### config.mk
export PLATFORM = sky130hd
export DESIGN_NAME = dma_ring_pipe
export DESIGN_NICKNAME = d
export VERILOG_FILES = /design/src/rtl/dma_ring_pkg.sv /design/src/rtl/dma_ring_regs.sv /design/src/rtl/dma_ring_engine.sv /design/src/rtl/dma_ring_pipe.sv
export SDC_FILE = /design/constraint.sdc
export NUM_CORES = 1
export LEC_CHECK = 0
export ABC_AREA = 1
export BUFFER_PORTS_ARGS = -buffer_cell sky130_fd_sc_hd__buf_2
export CORE_MARGIN = 2
export CORE_UTILIZATION = 54
export DETAILED_ROUTE_END_ITERATION = 8
export PLACE_DENSITY = 0.82
export SKIP_CTS_REPAIR_TIMING = 1
export SYNTH_ARGS = -nofsm -noshare
export SYNTH_HDL_FRONTEND = slang
export SYNTH_SLANG_ARGS = --single-unit
export TNS_END_PERCENT = 50
### constraint.sdc
create_clock -name clk_i -period 3.8 [get_ports clk_i]
set_input_delay 0.38 -clock clk_i [delete_from_list [all_inputs] [get_ports clk_i]]
set_output_delay 0.38 -clock clk_i [all_outputs]
set_load 0.005 [all_outputs]
### src/rtl/dma_ring_pkg.sv
package dma_ring_pkg;
  localparam int DESC_BYTES = 8;

  // descriptor flag bit positions
  localparam int FLG_INT   = 15;
  localparam int FLG_EOT   = 14;
  localparam int FLG_EOB   = 13;
  localparam int FLG_FENCE = 12;

  // event flag register bits
  localparam int EV_DONE = 0;
  localparam int EV_EOT  = 1;
  localparam int EV_EOB  = 2;
  localparam int EV_OOD  = 3;
  localparam int EV_W    = 4;

  // control register bits
  localparam int CTRL_EN  = 1;
  localparam int CTRL_DIR = 3;
  localparam int CTRL_SYS = 5;

  localparam logic [2:0] RA_CTRL  = 3'd0;
  localparam logic [2:0] RA_EVENT = 3'd1;
  localparam logic [2:0] RA_CONS  = 3'd2;
  localparam logic [2:0] RA_HALT  = 3'd3;
  localparam logic [2:0] RA_RESET = 3'd4;
  localparam logic [2:0] RA_BASE  = 3'd5;
  localparam logic [2:0] RA_SIZE  = 3'd6;
  localparam logic [2:0] RA_FLAGS = 3'd7;

  typedef struct packed {
    logic [15:0] flags;
    logic [15:0] count;
    logic [31:0] addr;
  } desc_t;

  typedef enum logic [1:0] {ST_IDLE, ST_FETCH, ST_MOVE} eng_st_e;
endpackage

### src/rtl/dma_ring_regs.sv
module dma_ring_regs
  import dma_ring_pkg::*;
#(
  parameter int DW    = 32,
  parameter int OFS_W = 16
) (
  input  logic             clk_i,
  input  logic             rst_ni,
  input  logic             we_i,
  input  logic [2:0]       addr_i,
  input  logic [DW-1:0]    wdata_i,
  output logic [DW-1:0]    rdata_o,
  input  logic [OFS_W-1:0] cons_i,
  input  logic [EV_W-1:0]  flag_set_i,
  output logic             en_o,
  output logic             dir_o,
  output logic             halt_o,
  output logic             pipe_rst_o,
  output logic [DW-1:0]    base_o,
  output logic [OFS_W-1:0] size_o,
  output logic [OFS_W-1:0] prod_o,
  output logic             irq_o
);
  logic [2:0]       ctrl_q;   // {sys, dir, en}
  logic             halt_q, rst_q;
  logic [DW-1:0]    base_q;
  logic [OFS_W-1:0] size_q, prod_q;
  logic [EV_W-1:0]  flags_q, clr;

  assign clr = (we_i && addr_i == RA_FLAGS) ? wdata_i[EV_W-1:0] : '0;

  always_ff @(posedge clk_i or negedge rst_ni) begin
    if (!rst_ni) begin
      rst_q   <= 1'b0;
      ctrl_q  <= '0;
      halt_q  <= 1'b0;
      base_q  <= '0;
      size_q  <= '0;
      prod_q  <= '0;
      flags_q <= '0;
    end else begin
      if (we_i && addr_i == RA_RESET) rst_q <= wdata_i[0];
      if (rst_q) begin
        ctrl_q  <= '0;
        halt_q  <= 1'b0;
        base_q  <= '0;
        size_q  <= '0;
        prod_q  <= '0;
        flags_q <= '0;
      end else begin
        flags_q <= (flags_q & ~clr) | flag_set_i;
        if (we_i) begin
          case (addr_i)
            RA_CTRL:  ctrl_q <= {wdata_i[CTRL_SYS], wdata_i[CTRL_DIR], wdata_i[CTRL_EN]};
            RA_EVENT: prod_q <= wdata_i[OFS_W-1:0];
            RA_HALT:  halt_q <= wdata_i[0];
            RA_BASE:  base_q <= {wdata_i[DW-1:3], 3'b000};
            RA_SIZE:  size_q <= wdata_i[OFS_W-1:0];
            default: ;
          endcase
        end
      end
    end
  end

  always_comb begin
    rdata_o = '0;
    case (addr_i)
      RA_CTRL: begin
        rdata_o[CTRL_EN]  = ctrl_q[0];
        rdata_o[CTRL_DIR] = ctrl_q[1];
        rdata_o[CTRL_SYS] = ctrl_q[2];
      end
      RA_EVENT: rdata_o[OFS_W-1:0] = prod_q;
      RA_CONS:  rdata_o[OFS_W-1:0] = cons_i;
      RA_HALT:  rdata_o[0]         = halt_q;
      RA_RESET: rdata_o[0]         = rst_q;
      RA_BASE:  rdata_o            = base_q;
      RA_SIZE:  rdata_o[OFS_W-1:0] = size_q;
      default:  rdata_o[EV_W-1:0]  = flags_q;
    endcase
  end

  assign en_o       = ctrl_q[0];
  assign dir_o      = ctrl_q[1];
  assign halt_o     = halt_q;
  assign pipe_rst_o = rst_q;
  assign base_o     = base_q;
  assign size_o     = size_q;
  assign prod_o     = prod_q;
  assign irq_o      = |flags_q;
endmodule

### src/rtl/dma_ring_engine.sv
module dma_ring_engine
  import dma_ring_pkg::*;
#(
  parameter int DW    = 32,
  parameter int OFS_W = 16
) (
  input  logic             clk_i,
  input  logic             rst_ni,
  input  logic             clr_i,
  input  logic             en_i,
  input  logic             halt_i,
  input  logic [DW-1:0]    base_i,
  input  logic [OFS_W-1:0] size_i,
  input  logic [OFS_W-1:0] prod_i,
  output logic             mem_req_o,
  output logic [DW-1:0]    mem_addr_o,
  input  logic             mem_rvalid_i,
  input  logic [63:0]      mem_rdata_i,
  output logic             mv_req_o,
  output logic [31:0]      mv_addr_o,
  output logic [15:0]      mv_len_o,
  output logic             mv_fence_o,
  input  logic             mv_done_i,
  output logic [OFS_W-1:0] cons_o,
  output logic [EV_W-1:0]  flag_set_o
);
  localparam logic [OFS_W:0] STEP = (OFS_W+1)'(DESC_BYTES);

  eng_st_e          st_q;
  desc_t            desc_q, rd_desc, cur;
  logic [OFS_W-1:0] cons_q, nxt;
  logic [OFS_W:0]   inc;
  logic             fin, zero_len;

  assign rd_desc  = desc_t'(mem_rdata_i);
  assign zero_len = (rd_desc.count == '0);
  assign inc      = {1'b0, cons_q} + STEP;
  assign nxt      = (inc >= {1'b0, size_i}) ? '0 : inc[OFS_W-1:0];
  assign cur      = (st_q == ST_MOVE) ? desc_q : rd_desc;
  assign fin      = (st_q == ST_FETCH && mem_rvalid_i && zero_len) ||
                    (st_q == ST_MOVE && mv_done_i);

  always_ff @(posedge clk_i or negedge rst_ni) begin
    if (!rst_ni) begin
      st_q   <= ST_IDLE;
      cons_q <= '0;
      desc_q <= '0;
    end else if (clr_i) begin
      st_q   <= ST_IDLE;
      cons_q <= '0;
      desc_q <= '0;
    end else begin
      case (st_q)
        ST_IDLE:  if (en_i && !halt_i && prod_i != cons_q) st_q <= ST_FETCH;
        ST_FETCH: if (mem_rvalid_i) begin
          desc_q <= rd_desc;
          st_q   <= zero_len ? ST_IDLE : ST_MOVE;
        end
        default:  if (mv_done_i) st_q <= ST_IDLE;
      endcase
      if (fin) cons_q <= nxt;
    end
  end

  always_comb begin
    flag_set_o = '0;
    if (fin) begin
      flag_set_o[EV_DONE] = cur.flags[FLG_INT];
      flag_set_o[EV_EOT]  = cur.flags[FLG_EOT];
      flag_set_o[EV_EOB]  = cur.flags[FLG_EOB];
      flag_set_o[EV_OOD]  = (nxt == prod_i) && !cur.flags[FLG_EOT];
    end
  end

  assign mem_req_o  = (st_q == ST_FETCH);
  assign mem_addr_o = base_i + {{(DW-OFS_W){1'b0}}, cons_q};
  assign mv_req_o   = (st_q == ST_MOVE);
  assign mv_addr_o  = desc_q.addr;
  assign mv_len_o   = desc_q.count;
  assign mv_fence_o = desc_q.flags[FLG_FENCE];
  assign cons_o     = cons_q;
endmodule

### src/rtl/dma_ring_pipe.sv
module dma_ring_pipe
  import dma_ring_pkg::*;
#(
  parameter int DW    = 32,
  parameter int OFS_W = 16
) (
  input  logic          clk_i,
  input  logic          rst_ni,
  input  logic          reg_we_i,
  input  logic [2:0]    reg_addr_i,
  input  logic [DW-1:0] reg_wdata_i,
  output logic [DW-1:0] reg_rdata_o,
  output logic          mem_req_o,
  output logic [DW-1:0] mem_addr_o,
  input  logic          mem_rvalid_i,
  input  logic [63:0]   mem_rdata_i,
  output logic          mv_req_o,
  output logic [31:0]   mv_addr_o,
  output logic [15:0]   mv_len_o,
  output logic          mv_dir_o,
  output logic          mv_fence_o,
  input  logic          mv_done_i,
  output logic          irq_o
);
  logic             en, halt, pipe_rst;
  logic [DW-1:0]    base;
  logic [OFS_W-1:0] size, prod, cons;
  logic [EV_W-1:0]  flag_set;

  dma_ring_regs #(.DW(DW), .OFS_W(OFS_W)) u_regs (
    .clk_i, .rst_ni,
    .we_i(reg_we_i), .addr_i(reg_addr_i), .wdata_i(reg_wdata_i), .rdata_o(reg_rdata_o),
    .cons_i(cons), .flag_set_i(flag_set),
    .en_o(en), .dir_o(mv_dir_o), .halt_o(halt), .pipe_rst_o(pipe_rst),
    .base_o(base), .size_o(size), .prod_o(prod), .irq_o
  );

  dma_ring_engine #(.DW(DW), .OFS_W(OFS_W)) u_eng (
    .clk_i, .rst_ni, .clr_i(pipe_rst), .en_i(en), .halt_i(halt),
    .base_i(base), .size_i(size), .prod_i(prod),
    .mem_req_o, .mem_addr_o, .mem_rvalid_i, .mem_rdata_i,
    .mv_req_o, .mv_addr_o, .mv_len_o, .mv_fence_o, .mv_done_i,
    .cons_o(cons), .flag_set_o(flag_set)
  );
endmodule

==> flow_metrics.env, run 1 <==
export IMPL_outcome="complete, no violations"
export IMPL_drt_iter0_drc=841
export IMPL_area_growth_pct=16.4
export IMPL_synth_compound_area_share_pct=13.6
export IMPL_setup_viol=0
export IMPL_mostFrequentLayoutCell="nand2_1"
export IMPL_synthTopCellsByArea="dfrtp_1 (40%), nand2_1 (11%), inv_1 (6.5%), o21ai_0 (5.8%), buf_4 (4.4%)"
export IMPL_layout_common_cells="nand2_1 (248), buf_2 (207), inv_1 (150)"
export IMPL_crit_arrival_ns=3.14
export IMPL_yosysUniqueCellTypes=54
export IMPL_wl_per_cell_um=17.0
export IMPL_ant_nets=0
export IMPL_fill_cells=1399
export IMPL_avgViaCountPerCell=5.56
export IMPL_busiest_layer="met2"
export IMPL_worst_clock_skew_ns=0.00996
export IMPL_firstDrtPassIters=5
export IMPL_htree_levels=4
export IMPL_synth_ff_type="dfrtp_1"
export IMPL_period_share_pct=92.5
export IMPL_p_leak_nw=5.35
export IMPL_place_gp_congestion=0.988
export IMPL_end_kind="output pin"
export IMPL_power_frac_clock_pct=28.4
export IMPL_antenna_found_initial=0
export IMPL_critPathMaxFanout=7
export IMPL_synth_top_family_by_area="simple AND/OR/NAND/NOR gates"
export IMPL_maxCapViolCount=0
export IMPL_grtUsageMet3_pct=6.98
export IMPL_track_usage_pct=30.2
export IMPL_cts_tree="yes"
export IMPL_row_count=46
export IMPL_finalHoldViolCount=0
export IMPL_yosysTopAreaCell="dfrtp_1"
export IMPL_combPwrFrac_pct=33.9
export IMPL_netSwitchingPower_mw=2.17
export IMPL_tns_ns=0
export IMPL_drive_above_1_share_pct=22.6
export IMPL_rsz0062_at_grt="no"
export IMPL_grt_pass1_vias=8392
export IMPL_grt_max_degree=109
export IMPL_cts_sinks=140
export IMPL_hp_class="primary input to async pin"
export IMPL_drc=0
export IMPL_dpl_cell_count=1500
export IMPL_finish_net_count=1438
export IMPL_vdd_ir_drop_max_mv=0.373
export IMPL_synthCells=1152
export IMPL_ios=221
export IMPL_die_x_um=131
export IMPL_die_area_um2=17300
export IMPL_syn_area_per_cell_um2=7.62
export IMPL_worstSetupStartpointType="flop"
export IMPL_crit_type="flop to output pin"
export IMPL_synth_nets=1287
export IMPL_synth_xor_area_share_pct=3.58
export IMPL_yosys_warnings=0
export IMPL_final_cells=1532
export IMPL_fin_total_pwr_mw=5.56
export IMPL_coreArea_um2=15900
export IMPL_gr_usage_met1_pct=39.1
export IMPL_start_util_pct=55.2
export IMPL_yosys_area_share_simple_pct=24.4
export IMPL_powerDensity_nw_per_um2=545
export IMPL_clockBufferDepth=2
export IMPL_cts_made_buffers=17
export IMPL_synth_seq_cells=140
export IMPL_yosys_area_share_adder_pct=4.51
export IMPL_cts_root_buf="clkbuf_16"
export IMPL_tightest_slew_ns=0.999
export IMPL_ys_seq_area_share_pct=39.9
export IMPL_slew_headroom_pct=33.4
export IMPL_power_internal_mw=3.40
export IMPL_synth_top_cell_area_share_pct=39.9
export IMPL_portBuffers=208
export IMPL_insertion_delay_ns=0.43
export IMPL_dp_hpwl_um=19300
export IMPL_fmax_ghz=0.284
export IMPL_sw_frac_of_total_pct=38.9
export IMPL_grt_pass1_wl_um=42000
export IMPL_drt_total_wl_um=26000
export IMPL_synthMuxAreaShare_pct=0.884
export IMPL_grt_ovfl_total=0
export IMPL_die_h_um=131
export IMPL_synthArstFlopShare_pct=100
export IMPL_via_count=8519
export IMPL_crit_required_ns=3.42
export IMPL_netlist_area_um2=8770
export IMPL_grtUsageMet2_pct=49.0
export IMPL_n_antenna_cell=0
export IMPL_clk_pin_slew_ns=0.06
export IMPL_period_needed_ns=3.52
export IMPL_seqPwrFrac_pct=37.8
export IMPL_finalMaxSlewViolations=0
export IMPL_synth_edf_count=0
metrics by stage:
step	setup slack [ns]	hold slack [ns]	utilization [%]	area (µm²)
after floorplan	1.02	0.0844	-	8770
after global placement	0.485	0.472	60.8	9650
after detailed placement	0.443	0.487	60.8	9650
after CTS	0.253	0.140	64.2	10200
after global routing	0.00906	0.171	64.3	10200
final	0.284	0.100	64.3	10200
critical path, stage by stage (launching register included):
cell and delay [ns]:
dfrtp_1 0.35, buf_4 0.17, ha_1 0.19, inv_1 0.06, fa_1 0.40, inv_1 0.07
nand3_1 0.06, nand2_1 0.09, nand2_1 0.06, inv_1 0.09, nand2_1 0.06, nand2_1 0.12
a21boi_2 0.11, o21bai_4 0.19, a21oi_4 0.11, nor2_1 0.16, nand2_1 0.09, xor2_1 0.17
buf_2 0.14
cells in the mapped netlist, drive strengths merged, types with 4 or more instances:
cell type	number
nand4	43
a21oi	60
o22ai	23
dfrtp	140
buf	71
ha	30
xnor2	5
xor2	30
mux2	6
o21ai	104
nand3	72
nor3	21
nor2	87
clkbuf	20
inv	154
nand2	255
a221o	4
registers in the layout, indices dropped and copies added (netlist names):
signal	count
u_eng.desc_q	3
u_eng.mv_fence_o	1
u_regs.ctrl_q	3
u_regs.base_o	29
u_regs.pipe_rst_o	1
u_eng.st_q	2
u_eng.mv_addr_o	32
u_eng.cons_o	16
u_regs.size_o	16
u_regs.flags_q	4
u_eng.mv_len_o	16
u_regs.halt_o	1
u_regs.prod_o	16
layer usage:
metal	up-vias	share of wire (%)
li1	4048	-
met1	3983	41
met2	425	48
met3	63	8.4
met4	0	2.9
met5	-	0
power by group through the flow:
stage	clock network (mW)	registers, mW	logic (mW)
floorplan	0	2.05	1.39
global placement	0	2.10	1.82
detailed placement	0	2.10	1.86
CTS	1.59	2.09	1.87
global route	1.67	2.14	2.10
finish	1.58	2.10	1.88
path summary, 6_finish.rpt:
kind,startpoint,to,slack (ns),depth (start not counted)
worst max-delay path,u_eng.cons_o[3]$_DFFE_PN0P_,mem_addr_o[23],0.28,18
worst min-delay path,rst_ni,u_regs.size_o[13]$_DFFE_PN0P_,0.10,1
worst max register to register,u_eng.cons_o[4]$_DFFE_PN0P_,u_regs.flags_q[3]$_DFF_PN0_,0.32,21
worst min register to register,u_regs.size_o[3]$_DFFE_PN0P_,u_regs.size_o[3]$_DFFE_PN0P_,0.50,2
max in group asynchronous,rst_ni,u_regs.ctrl_q[2]$_DFFE_PN0P_,2.86,2
min in group clk_i,mem_rdata_i[29],u_eng.mv_addr_o[29]$_DFFE_PN0P_,0.17,3
kinds of logic (layout without fill, tap and decap cells):
| group | count (synthesis) | in the layout |
|---|---|---|
| AND/OR/NAND/NOR | 481 | 481 |
| buffers and inverters | 248 | 412 |
| AO/OA/AOI/OAI | 210 | 210 |
| flip-flops | 140 | 140 |
| XOR/XNOR | 35 | 35 |
| adder cells (fa/ha/maj) | 31 | 31 |
| multiplexers | 7 | 7 |
final cells by class:
cell class | instances | area, µm² | area share (%)
clock buffer | 17 | 425 | 4.17
timing repair buffer | 223 | 1160 | 11.4
tap | 216 | 270 | 2.65
inverter | 157 | 591 | 5.78
clock inverter | 15 | 129 | 1.26
sequential | 140 | 3500 | 34.3
multi-input combinational | 764 | 4140 | 40.5
Power figures use the tool's default switching activity.
==> run 2: changes to the inputs <==
--- a/config.mk
+++ b/config.mk
@@ -8,9 +8,10 @@
 export ABC_AREA = 1
 export BUFFER_PORTS_ARGS = -buffer_cell sky130_fd_sc_hd__buf_2
 export CORE_MARGIN = 2
-export CORE_UTILIZATION = 54
+export CORE_UTILIZATION = 56
+export CTS_BUF_LIST = sky130_fd_sc_hd__clkbuf_4
 export DETAILED_ROUTE_END_ITERATION = 8
-export PLACE_DENSITY = 0.82
+export PLACE_DENSITY = 0.84
 export SKIP_CTS_REPAIR_TIMING = 1
 export SYNTH_ARGS = -nofsm -noshare
 export SYNTH_HDL_FRONTEND = slang
==> flow_metrics.env, run 2 (same netlist as run 1, synthesis figures left out) <==
export IMPL_finalMaxSlewViolations=0
export IMPL_cts_tree="yes"
export IMPL_clk_pin_slew_ns=0.14
export IMPL_critPathMaxFanout=6
export IMPL_dp_hpwl_um=19500
export IMPL_clockBufferDepth=2
export IMPL_ant_nets=0
export IMPL_crit_type="flop to output pin"
export IMPL_largest_reg_flops=32
export IMPL_cp_depth=17
export IMPL_r2r_slack_ns=0.44
export IMPL_setup_viol=0
export IMPL_coreArea_um2=15300
export IMPL_cts_sinks=140
export IMPL_slowest_stage="fa_1"
export IMPL_endpoint="mem_addr_o[21]"
export IMPL_tns_ns=0
export IMPL_drt_iter0_drc=927
export IMPL_die_h_um=129
export IMPL_crit_arrival_ns=3.27
export IMPL_rsz0062_at_grt="yes"
export IMPL_setup_slack_ns=0.154
export IMPL_htree_levels=4
export IMPL_via_count=8730
export IMPL_drive_above_1_share_pct=23.0
export IMPL_drt_total_wl_um=26400
export IMPL_slew_headroom_pct=47.2
export IMPL_cp_buffers_inverters=5
export IMPL_fin_util_pct=66.8
export IMPL_die_x_um=129
export IMPL_ios=221
export IMPL_die_area_um2=16700
export IMPL_firstDrtPassIters=6
export IMPL_fmax_ghz=0.274
export IMPL_grtUsageMet2_pct=49.2
export IMPL_grtUsageMet3_pct=8.01
export IMPL_grt_ovfl_total=0
export IMPL_worstReg2RegStart="u_eng.cons_o[3]$_DFFE_PN0P_"
export IMPL_crit_family="simple AND/OR/NAND/NOR gates"
export IMPL_tightest_slew_ns=0.792
export IMPL_layout_common_cells="nand2_1 (248), buf_2 (207), inv_1 (150)"
export IMPL_finalHoldViolCount=0
export IMPL_timing_rr_end="u_regs.flags_q[3]$_DFF_PN0_"
export IMPL_maxCapViolCount=0
export IMPL_insertion_delay_ns=0.58
export IMPL_place_gp_congestion=0.985
export IMPL_period_share_pct=95.9
export IMPL_max_stage_delay_ns=0.41
export IMPL_drc=0
export IMPL_antenna_found_initial=1
export IMPL_cts_made_buffers=17
export IMPL_cp_cell_sequence="buf_4 > ha_2 > inv_1 > fa_1 > inv_1 > nand3_1 > nand2_1 > nand2_1 > inv_1 > nand2_1 > nand2_1 > a21boi_2 > o21bai_4 > a21oi_4 > nor3_1 > xor2_1 > buf_2"
export IMPL_vdd_ir_drop_max_mv=0.391
export IMPL_busiest_layer="met2"
export IMPL_grt_pass1_vias=7881
export IMPL_worst_clock_skew_ns=0.0236
export IMPL_end_kind="output pin"
export IMPL_start_util_pct=57.5
export IMPL_area_growth_pct=16.2
export IMPL_worstSetupStartpointType="flop"
export IMPL_hp_class="primary input to flop"
export IMPL_cts_root_buf="clkbuf_4"
export IMPL_outcome="complete, no violations"
export IMPL_reg2reg_depth=22
export IMPL_grt_max_degree=86
export IMPL_gr_usage_met1_pct=41.6
export IMPL_finish_net_count=1459
export IMPL_dp_worst_setup_slack_ns=0.484
export IMPL_powerDensity_nw_per_um2=502
export IMPL_p_leak_nw=5.33
export IMPL_wl_per_cell_um=17.1
export IMPL_track_usage_pct=31.2
export IMPL_holdWs_ns=0.0294
export IMPL_fin_total_pwr_mw=5.12
export IMPL_period_needed_ns=3.65
export IMPL_mostFrequentLayoutCell="nand2_1"
export IMPL_portBuffers=208
export IMPL_grt_pass1_wl_um=40500
export IMPL_crit_required_ns=3.42
export IMPL_cpMostUsedCell="nand2_1"
export IMPL_row_count=45
export IMPL_avgViaCountPerCell=5.64
export IMPL_critical_path_startpoint="u_eng.cons_o[3]$_DFFE_PN0P_"
==> run 2: cell count changes in the layout (fill, tap and decap cells not counted), moves of 2 or more <==
cell           before  now
dfrtp_1           140  138
clkbuf_4            0   17
dfrtp_2             0    2
clkbuf_16          17    0
clkinv_4            3    1
buf_4              15   19
clkinv_2            4    1
bufinv_16           0    2
clkinv_8            0    2
dlygate4sd3_1       0   17
==> run 2: layout make-up <==
class,instances,area (µm²)
fillers,1318,5060
repair buffers,244,1360
clock inverters,15,200
well taps,211,264
clock buffers,17,128
flip-flops and latches,140,3510
inverters,157,591
multi-input cells,764,4150
diodes,1,2.50
==> run 2: how the worst min path moves through the flow <==
stage / slack [ns] / depth (start not counted) / to / from
after CTS: -0.14 / 1 / u_eng.cons_o[12]$_DFFE_PN0P_ / rst_ni
final: 0.03 / 3 / u_eng.mv_addr_o[6]$_DFFE_PN0P_ / mem_rdata_i[6]
after detailed placement: 0.48 / 2 / u_regs.size_o[6]$_DFFE_PN0P_ / u_regs.size_o[6]$_DFFE_PN0P_
after global placement: 0.47 / 2 / u_regs.size_o[3]$_DFFE_PN0P_ / u_regs.size_o[3]$_DFFE_PN0P_
after floorplan: 0.08 / 0 / u_eng.cons_o[0]$_DFFE_PN0P_ / rst_ni
after global routing: 0.003 / 3 / u_eng.mv_addr_o[0]$_DFFE_PN0P_ / mem_rdata_i[0]
==> run 2: metrics by stage <==
stage | area [µm²] | std cells
after global placement | 9670 | 1498
after floorplan | 8770 | 1152
after detailed placement | 9670 | 1498
final | 10200 | 1549
after CTS | 10000 | 1530
after global routing | 10200 | 1549
==> run 2: routing by layer <==
metal,wire (µm),part of all wire [%]
met1,10500,40
met4,1010,3.8
met3,2420,9.1
met5,0,0
met2,12500,47
==> run 2: worst register-to-register path: cells and delay by family (launching register included) <==
family          cells  cell delay (ns)
simple gates       14             1.76
compound gates      3             0.30
flops               1             0.37
fa+ha+maj           2             0.47
buf+inv             3             0.39
==> run 2: report_power, final <==
part           switching (mW)  total (mW)  internal (mW)
Clock                   0.669        1.10          0.431
Sequential              0.243        2.09           1.84
Combinational            1.21        1.93          0.715
